<file path="src/rtl/hash_fe_pkg.sv">
package hash_fe_pkg;
    typedef logic [31:0] word_t;

    typedef enum logic [1:0] {
        ST_IDLE   = 2'd0,
        ST_FILL   = 2'd1,
        ST_CRUNCH = 2'd2
    } fe_state_e;

    localparam int DIG_WORDS = 5;
    localparam int BLK_WORDS = 16;
    localparam int LEN_W     = 27;

    // register word indices
    localparam int A_CNT  = DIG_WORDS;
    localparam int A_CTRL = A_CNT + 1;
    localparam int A_DIN  = A_CTRL + 1;
    localparam int A_REV  = A_DIN + BLK_WORDS;
    localparam int A_CFG  = A_REV + 1;
    localparam int A_STAT = A_CFG + 1;

    function automatic word_t bswap(input word_t w);
        return {w[7:0], w[15:8], w[23:16], w[31:24]};
    endfunction

    function automatic word_t iv_word(input int i, input logic sha1);
        case (i)
            0:       return 32'h67452301;
            1:       return 32'hEFCDAB89;
            2:       return 32'h98BADCFE;
            3:       return 32'h10325476;
            4:       return sha1 ? 32'hC3D2E1F0 : 32'h0;
            default: return 32'h0;
        endcase
    endfunction
endpackage

</file>
<file path="src/rtl/hash_fe_blkbuf.sv">
module hash_fe_blkbuf
    import hash_fe_pkg::*;
#(
    parameter int WORDS = 16
) (
    input  logic                       clk,
    input  logic                       rst_n,
    input  logic                       we,
    input  logic [$clog2(WORDS)-1:0]   idx,
    input  word_t                      wdata,
    output word_t [WORDS-1:0]          blk
);
    localparam int IDX_W = $clog2(WORDS);

    for (genvar g = 0; g < WORDS; g++) begin : g_slot
        word_t slot_d, slot_q;
        always_comb slot_d = (we && idx == IDX_W'(g)) ? wdata : slot_q;
        always_ff @(posedge clk or negedge rst_n) begin
            if (!rst_n) slot_q <= '0;
            else        slot_q <= slot_d;
        end
        assign blk[g] = slot_q;
    end
endmodule

</file>
<file path="src/rtl/hash_fe_core_stub.sv">
module hash_fe_core_stub
    import hash_fe_pkg::*;
#(
    parameter int LAT    = 4,
    parameter int DWORDS = 5,
    parameter int BWORDS = 16
) (
    input  logic                  clk,
    input  logic                  rst_n,
    input  logic                  start_i,
    input  word_t [DWORDS-1:0]    state_i,
    input  word_t [BWORDS-1:0]    blk_i,
    output logic                  done_o,
    output word_t [DWORDS-1:0]    res_o
);
    localparam int CNT_W = $clog2(LAT) + 1;

    typedef struct packed {
        logic               busy;
        logic [CNT_W-1:0]   cnt;
        word_t [DWORDS-1:0] res;
    } stub_t;

    stub_t r_q, r_d;
    word_t [DWORDS-1:0] fold;

    for (genvar g = 0; g < DWORDS; g++) begin : g_fold
        assign fold[g] = blk_i[g] ^ blk_i[g + 5] ^ blk_i[g + 10] ^ blk_i[BWORDS - 1];
    end

    assign done_o = r_q.busy && (r_q.cnt == '0);
    assign res_o  = r_q.res;

    always_comb begin
        r_d = r_q;
        if (start_i) begin
            r_d.busy = 1'b1;
            r_d.cnt  = CNT_W'(LAT - 1);
            for (int i = 0; i < DWORDS; i++) r_d.res[i] = state_i[i] + fold[i];
        end else if (done_o) begin
            r_d.busy = 1'b0;
        end else if (r_q.busy) begin
            r_d.cnt = r_q.cnt - 1'b1;
        end
    end

    always_ff @(posedge clk or negedge rst_n) begin
        if (!rst_n) r_q <= '0;
        else        r_q <= r_d;
    end

    assert_no_restart_R5: assert property (@(posedge clk) disable iff (!rst_n)
        start_i |-> !r_q.busy)
        else $error("block launched while core still busy");
endmodule

</file>
<file path="src/rtl/hash_fe_ctrl.sv">
module hash_fe_ctrl
    import hash_fe_pkg::*;
#(
    parameter int DIG_W = 5,
    parameter int BLK_W = 16,
    parameter int LN_W  = 27
) (
    input  logic                       clk,
    input  logic                       rst_n,
    input  logic                       wr_dig,
    input  logic [2:0]                 dig_idx,
    input  logic                       wr_cnt,
    input  logic                       wr_ctrl,
    input  logic                       wr_cfg,
    input  logic                       din_wr,
    input  word_t                      wdata,
    input  logic                       dma_valid,
    input  word_t                      dma_wdata,
    input  logic                       core_done,
    input  word_t [DIG_W-1:0]          core_res,
    output word_t [DIG_W-1:0]          dig_o,
    output word_t                      cnt_o,
    output word_t                      ctrl_o,
    output logic [3:0]                 cfg_o,
    output logic                       reset_done_o,
    output logic                       sha1_o,
    output logic                       buf_we,
    output logic [$clog2(BLK_W)-1:0]   buf_idx,
    output word_t                      buf_wdata,
    output logic                       core_start,
    output logic                       dma_req
);
    localparam int WC_W  = $clog2(BLK_W);
    localparam int BLK_B = BLK_W * 4;

    typedef struct packed {
        fe_state_e         st;
        logic [WC_W-1:0]   wcnt;
        logic              kick;
        logic [LN_W-1:0]   rem;
        logic [LN_W-1:0]   len;
        logic              close, ldc, alg, in_rdy, out_rdy;
        logic              autoidle, irqen, dmaen, pend;
        word_t             cnt;
        word_t [DIG_W-1:0] dig;
    } regs_t;

    regs_t r_q, r_d;
    logic accept;
    logic [LN_W-1:0] step;

    assign accept = r_q.in_rdy && (din_wr || (dma_valid && r_q.dmaen));
    assign step   = (r_q.rem > LN_W'(BLK_B)) ? LN_W'(BLK_B) : r_q.rem;

    always_comb begin
        r_d      = r_q;
        r_d.kick = 1'b0;
        if (r_q.pend) begin
            r_d = '0;
        end else begin
            if (wr_cfg) begin
                r_d.autoidle = wdata[0];
                r_d.pend     = wdata[1];
                r_d.irqen    = wdata[2];
                r_d.dmaen    = wdata[3];
            end
            if (wr_ctrl && wdata[0]) r_d.out_rdy = 1'b0;
            if (r_q.st == ST_IDLE) begin
                for (int i = 0; i < DIG_W; i++)
                    if (wr_dig && dig_idx == 3'(i))
                        r_d.dig[i] = r_q.alg ? wdata : bswap(wdata);
                if (wr_cnt) r_d.cnt = wdata;
                if (wr_ctrl) begin
                    r_d.alg   = wdata[2];
                    r_d.ldc   = wdata[3];
                    r_d.close = wdata[4];
                    r_d.len   = wdata[31:5];
                    if (wdata[3]) begin
                        for (int i = 0; i < DIG_W; i++) r_d.dig[i] = iv_word(i, wdata[2]);
                        r_d.cnt = '0;
                    end
                    if (wdata[31:5] != '0) begin
                        r_d.st     = ST_FILL;
                        r_d.in_rdy = 1'b1;
                        r_d.rem    = wdata[31:5];
                        r_d.wcnt   = '0;
                    end
                end
            end
            if (accept) begin
                r_d.wcnt = r_q.wcnt + 1'b1;
                if (r_q.wcnt == WC_W'(BLK_W - 1)) begin
                    r_d.in_rdy = 1'b0;
                    r_d.st     = ST_CRUNCH;
                    r_d.kick   = 1'b1;
                end
            end
            if (r_q.st == ST_CRUNCH && core_done) begin
                r_d.dig = core_res;
                r_d.cnt = r_q.cnt + 32'(step);
                r_d.rem = r_q.rem - step;
                if (r_q.rem == step) begin
                    r_d.out_rdy = 1'b1;
                    r_d.st      = ST_IDLE;
                end else begin
                    r_d.in_rdy = 1'b1;
                    r_d.st     = ST_FILL;
                    r_d.wcnt   = '0;
                end
            end
        end
    end

    always_ff @(posedge clk or negedge rst_n) begin
        if (!rst_n) r_q <= '0;
        else        r_q <= r_d;
    end

    assign dig_o        = r_q.dig;
    assign cnt_o        = r_q.cnt;
    assign ctrl_o       = {r_q.len, r_q.close, r_q.ldc, r_q.alg, r_q.in_rdy, r_q.out_rdy};
    assign cfg_o        = {r_q.dmaen, r_q.irqen, 1'b0, r_q.autoidle};
    assign reset_done_o = !r_q.pend;
    assign sha1_o       = r_q.alg;
    assign buf_we       = accept;
    assign buf_idx      = r_q.wcnt;
    assign buf_wdata    = din_wr ? wdata : dma_wdata;
    assign core_start   = r_q.kick;
    assign dma_req      = r_q.dmaen && r_q.in_rdy;

    assert_full_block_R5: assert property (@(posedge clk) disable iff (!rst_n)
        (accept && !r_q.pend && r_q.wcnt == WC_W'(BLK_W - 1)) |=> (!r_q.in_rdy && r_q.st == ST_CRUNCH))
        else $error("input-ready still set after sixteenth word");

    assert_burst_end_R10: assert property (@(posedge clk) disable iff (!rst_n)
        (dma_req && dma_valid && !r_q.pend && r_q.wcnt == WC_W'(BLK_W - 1)) |=> !dma_req)
        else $error("DMA request held past end of burst");

    assert_done_source_R6: assert property (@(posedge clk) disable iff (!rst_n)
        $rose(r_q.out_rdy) |-> $past(core_done))
        else $error("output-ready raised without core completion");

    assert_count_step_R6: assert property (@(posedge clk) disable iff (!rst_n)
        (core_done && r_q.st == ST_CRUNCH && !r_q.pend) |=>
            ((r_q.cnt - $past(r_q.cnt)) != 32'd0 && (r_q.cnt - $past(r_q.cnt)) <= 32'(BLK_B)))
        else $error("byte count step outside one block");

    assert_soft_reset_R11: assert property (@(posedge clk) disable iff (!rst_n)
        r_q.pend |=> (r_q.st == ST_IDLE && !r_q.in_rdy && !r_q.pend))
        else $error("soft reset did not return to idle");
endmodule

</file>
<file path="src/rtl/hash_fe_top.sv">
module hash_fe_top
    import hash_fe_pkg::*;
#(
    parameter int         LAT       = 4,
    parameter logic [3:0] REV_MAJOR = 4'h2,
    parameter logic [3:0] REV_MINOR = 4'h1
) (
    input  logic        clk,
    input  logic        rst_n,
    input  logic        bus_sel,
    input  logic        bus_wr,
    input  logic [4:0]  bus_addr,
    input  logic [31:0] bus_wdata,
    output logic [31:0] bus_rdata,
    input  logic        dma_valid,
    input  logic [31:0] dma_wdata,
    output logic        dma_req,
    output logic        irq_n
);
    localparam int DIN_LO = A_DIN;
    localparam int DIN_HI = A_DIN + BLK_WORDS - 1;
    localparam int IDX_W  = $clog2(BLK_WORDS);

    logic wr_en, wr_dig, wr_cnt, wr_ctrl, wr_cfg, din_wr;
    word_t [DIG_WORDS-1:0] dig;
    word_t [DIG_WORDS-1:0] core_res;
    word_t [BLK_WORDS-1:0] blk;
    word_t cnt, ctrl;
    logic [3:0] cfg;
    logic reset_done, sha1, buf_we, core_start, core_done;
    logic [IDX_W-1:0] buf_idx;
    word_t buf_wdata;

    assign wr_en   = bus_sel && bus_wr;
    assign wr_dig  = wr_en && bus_addr < 5'(DIG_WORDS);
    assign wr_cnt  = wr_en && bus_addr == 5'(A_CNT);
    assign wr_ctrl = wr_en && bus_addr == 5'(A_CTRL);
    assign wr_cfg  = wr_en && bus_addr == 5'(A_CFG);
    assign din_wr  = wr_en && bus_addr >= 5'(DIN_LO) && bus_addr <= 5'(DIN_HI);

    hash_fe_ctrl #(.DIG_W(DIG_WORDS), .BLK_W(BLK_WORDS), .LN_W(LEN_W)) u_ctrl (
        .clk, .rst_n, .wr_dig, .dig_idx(bus_addr[2:0]), .wr_cnt, .wr_ctrl, .wr_cfg,
        .din_wr, .wdata(bus_wdata), .dma_valid, .dma_wdata, .core_done, .core_res,
        .dig_o(dig), .cnt_o(cnt), .ctrl_o(ctrl), .cfg_o(cfg), .reset_done_o(reset_done),
        .sha1_o(sha1), .buf_we, .buf_idx, .buf_wdata, .core_start, .dma_req
    );

    hash_fe_blkbuf #(.WORDS(BLK_WORDS)) u_buf (
        .clk, .rst_n, .we(buf_we), .idx(buf_idx), .wdata(buf_wdata), .blk
    );

    hash_fe_core_stub #(.LAT(LAT), .DWORDS(DIG_WORDS), .BWORDS(BLK_WORDS)) u_core (
        .clk, .rst_n, .start_i(core_start), .state_i(dig), .blk_i(blk),
        .done_o(core_done), .res_o(core_res)
    );

    always_comb begin
        bus_rdata = '0;
        if (bus_addr < 5'(DIG_WORDS))
            bus_rdata = sha1 ? dig[bus_addr[2:0]] : bswap(dig[bus_addr[2:0]]);
        else if (bus_addr == 5'(A_CNT))  bus_rdata = cnt;
        else if (bus_addr == 5'(A_CTRL)) bus_rdata = ctrl;
        else if (bus_addr == 5'(A_REV))  bus_rdata = {24'h0, REV_MAJOR, REV_MINOR};
        else if (bus_addr == 5'(A_CFG))  bus_rdata = {28'h0, cfg};
        else if (bus_addr == 5'(A_STAT)) bus_rdata = {31'h0, reset_done};
    end

    assign irq_n = !(ctrl[0] && cfg[2]);
endmodule

</file>
<file path="config.mk">
export PLATFORM = sky130hd
export DESIGN_NAME = hash_fe_top
export DESIGN_NICKNAME = d
export VERILOG_FILES = /design/src/rtl/hash_fe_pkg.sv /design/src/rtl/hash_fe_blkbuf.sv /design/src/rtl/hash_fe_core_stub.sv /design/src/rtl/hash_fe_ctrl.sv /design/src/rtl/hash_fe_top.sv
export SDC_FILE = /design/constraint.sdc
export NUM_CORES = 2
export LEC_CHECK = 0
export BUFFER_PORTS_ARGS = -buffer_cell sky130_fd_sc_hd__buf_2
export CELL_PAD_IN_SITES_DETAIL_PLACEMENT = 0
export CELL_PAD_IN_SITES_GLOBAL_PLACEMENT = 2
export CORE_UTILIZATION = 44
export CTS_CLUSTER_DIAMETER = 80
export DETAILED_ROUTE_END_ITERATION = 8
export MAX_ROUTING_LAYER = met4
export PLACE_DENSITY = 0.94
export SLEW_MARGIN = 5
export SYNTH_ARGS = -nofsm -noshare
export SYNTH_HDL_FRONTEND = slang
export SYNTH_SLANG_ARGS = --single-unit
</file>
<file path="constraint.sdc">
create_clock -name clk -period 11.7 [get_ports clk]
set_input_delay 0.585 -clock clk [delete_from_list [all_inputs] [get_ports clk]]
set_output_delay 0.585 -clock clk [all_outputs]
set_load 0.005 [all_outputs]
</file>
==> results.py <==
metrics = {
    "logic_synthesis": {
        "syn_inst": 5749,
        "yosysTopAreaCell": "dfrtp_1",
        "synthTopCellsByCount": "dfrtp_1 (938), o21ai_0 (924), nand2_1 (810)",
        "ys_ff_latch": 938,
        "syn_area_um2": 53350,
        "synth_top_cells_by_area": "dfrtp_1 (44%), o21ai_0 (8.7%), xnor2_1 (7.1%), nand2_1 (5.7%), ha_1 (4.5%)",
        "avgSynthCellArea_um2": 9.280,
        "synth_edf_count": 0,
        "yosysMostFrequentCell": "dfrtp_1",
        "ys.flop_type": "dfrtp_1",
        "yosysSeqAreaShare": 0.4400,
        "ys_async_sr_fraction": 1.000,
        "synth.distinct_cells": 78,
        "yosys_warnings": 0,
        "synth_top_area_share": 0.4400,
    },
    "global_route": {
        "antenna_found_initial": 16,
        "grtUsageTotal": 0.3106,
        "grt_overflow": 0,
        "grt_busiest_layer": "met2",
        "use_met2": 0.4523,
        "use_met3": 0.05408,
        "use_met1": 0.4245,
        "grt_pass1_wl_um": 275200,
        "grt_max_degree": 143,
        "grt_pass1_vias": 41170,
    },
    "status": {
        "status": "completed",
    },
    "hold_path": {
        "hp-start": "bus_wdata[4]",
        "hold_end": "u_ctrl.ctrl_o[4]",
        "hp-class": "input port to flip-flop",
        "hold_depth": 3,
    },
    "final_layout": {
        "final_nets": 5934,
        "nFillCells": 11360,
        "drive_above_1_share": 0.1089,
        "synthToLayoutAreaGrowth_pct": 10.58,
    },
    "cts": {
        "ctsHoldBuffers": 1,
        "cts.sinks": 938,
        "cts_buffers": 107,
        "htree_levels": 3,
        "clkTransAtPathRegs_ns": 0.06,
        "clockBufferDepth": 3,
        "cts_setup_buffers": 0,
        "clkLatencyLatePin_ns": 0.74,
        "root_buffer": "clkbuf_16",
        "cts_tree": "built",
        "cts.repair.resized": 0,
    },
    "die": {
        "io_pins": 108,
        "start_util": 0.4441,
        "die_area_um2": 122700,
        "dieHeight_um": 350.2,
        "dieWidth_um": 350.2,
        "coreArea_um2": 120100,
        "row_count": 127,
    },
    "sta": {
        "hold_violations": 0,
        "tns_ns": 0,
        "max_slew.worst_pin.slew_ns": 1.303,
        "fin_crit_ns": 5.908,
        "setup_viol": 0,
        "finClkSkew_ns": 0.04297,
        "slew_headroom": 0.1064,
        "drv_slew": 0,
        "max_freq_mhz": 169.3,
        "finalCritPeriodShare": 0.5049,
        "rsz0062_at_grt": "no",
    },
    "pwr": {
        "p_leak_nw": 26.84,
        "powerDensity_nw_per_um2": 287.2,
        "power.total_mw": 16.94,
        "peakVddDrop_v": 0.0001696,
    },
    "worst_setup_path": {
        "critical_path_peak_fanout": 14,
        "ff2ff_path_depth": 18,
        "critPathTopFamily": "compound AO/OA/AOI/OAI gates",
        "end_kind": "flip-flop",
        "cp.required_ns": 12.31,
        "arrival_ns": 6.52,
        "worstSetupPathType": "flip-flop to flip-flop",
        "critPathBufInv": 0,
        "critPathMaxStageDelay_ns": 0.58,
        "crit_slowest_cell": "o31ai_1",
        "cp-start-kind": "flip-flop",
        "reg2reg_to": "u_ctrl.cnt_o[28]",
        "crit_chain": "or3_4 -> or3_1 -> or4_4 -> nor3b_4 -> and3_4 -> and2_1 -> ha_1 -> fa_1 -> a21oi_1 -> o21bai_1 -> a2111oi_0 -> o21bai_1 -> a41oi_1 -> o31a_1 -> o31ai_1 -> a21o_1 -> a21oi_1 -> a311o_1",
        "worstReg2RegStart": "u_ctrl.r_q[239]",
        "rrSetupSlack_ns": 5.79,
    },
    "place": {
        "io_buffers": 107,
        "gp_congestion": 0.9851,
        "hpwl_um": 123100,
    },
    "routing": {
        "drc": 0,
        "vias_per_cell": 5.935,
        "vias": 43770,
        "ant_nets": 0,
        "drtIter0Drc": 4524,
        "wl_per_cell_um": 25.14,
        "totalWireLength_um": 185400,
        "first_pass_iters": 6,
    },
    "flow_run": {
        "maxCapViolCount": 0,
    },
}
==> where the power goes <==
| part | switching [mW] | internal, mW | leakage, nW |
|---|---|---|---|
| registers | 0.723 | 4.09 | 12.5 |
| logic | 5.05 | 3.51 | 12.5 |
| clock network | 1.46 | 2.10 | 1.82 |
| total | 7.24 | 9.71 | 26.8 |
==> area by class of cell <==
class	count	area [µm²]	share of cell area
well taps	1612	2017	0.03419
flip-flops and latches	938	23480	0.3981
multi-input cells	4382	28430	0.4820
repair buffers	182	1136	0.01926
clock buffers	149	3077	0.05215
inverters	53	198.9	0.003372
clock inverters	44	614.3	0.01041
diodes	14	35.03	0.0005938
==> tightest hold or removal path, stage by stage <==
cell and delay (ns):
buf_2 0.22, nand2_1 0.10, a21oi_1 0.06
==> worst max path at each step <==
stage	depth (start not counted)	start	end
floorplan	20	u_ctrl.r_q[239]	u_ctrl.cnt_o[28]
global placement	18	u_ctrl.r_q[239]	u_ctrl.cnt_o[28]
detailed placement	18	u_ctrl.r_q[239]	u_ctrl.cnt_o[28]
CTS	18	u_ctrl.r_q[239]	u_ctrl.cnt_o[28]
global route	18	u_ctrl.r_q[239]	u_ctrl.cnt_o[28]
finish	18	u_ctrl.r_q[239]	u_ctrl.cnt_o[28]
==> cells by family (layout without fill, tap and decap cells) <==
logic type,count (synthesis),count (layout),share of synthesized area
AO/OA/AOI/OAI,1846,1846,0.2001
XOR/XNOR,639,639,0.1049
adder cells (fa/ha/maj),196,196,0.04681
buffers and inverters,448,428,0.03164
flip-flops,938,938,0.4400
multiplexers,295,295,0.06710
other,2,35,0.0001408
AND/OR/NAND/NOR,1385,1385,0.1094
==> flip-flops by register name, indices dropped and copies added (netlist names) <==
signal / flops
u_ctrl.core_start: 1
u_core.r_q: 4
u_ctrl.buf_idx: 4
u_ctrl.r_q: 30
u_buf.g_slot.slot_q: 512
u_ctrl.ctrl_o: 31
u_core.res_o: 160
u_ctrl.cfg_o: 3
u_ctrl.sha1_o: 1
u_ctrl.dig_o: 160
u_ctrl.cnt_o: 32
==> metrics by stage <==
step / hold WS (ns) / cell area, µm² / utilization / setup slack (ns) / instances
global placement: 0.4587 / 55250 / 0.4599 / 5.963 / 7166
finish: 0.2879 / 59000 / 0.4911 / 5.792 / 7374
CTS: 0.2306 / 58950 / 0.4908 / 5.803 / 7360
global route: 0.2768 / 58990 / 0.4910 / 5.389 / 7371
detailed placement: 0.4639 / 55250 / 0.4599 / 5.855 / 7166
floorplan: 0.2894 / 53420 / - / 6.527 / 5768
==> cell usage in the layout (no fill, tap or decap), drive strengths merged, types with 88 or more instances in the layout <==
cell      n
dfrtp   938
o21ai   926
nand2   810
xnor2   433
a21oi   406
nor2    290
xor2    206
ha      190
mux2    181
buf     181
clkbuf  149
a22oi    91
a21o     88
==> per-layer routing <==
metal,part of all wire,vias up
li1,-,20050
met1,0.44,21520
met2,0.44,1812
met3,0.080,390
met4,0.047,0
met5,0,-
No activity file was read; power rests on OpenSTA's default activity.
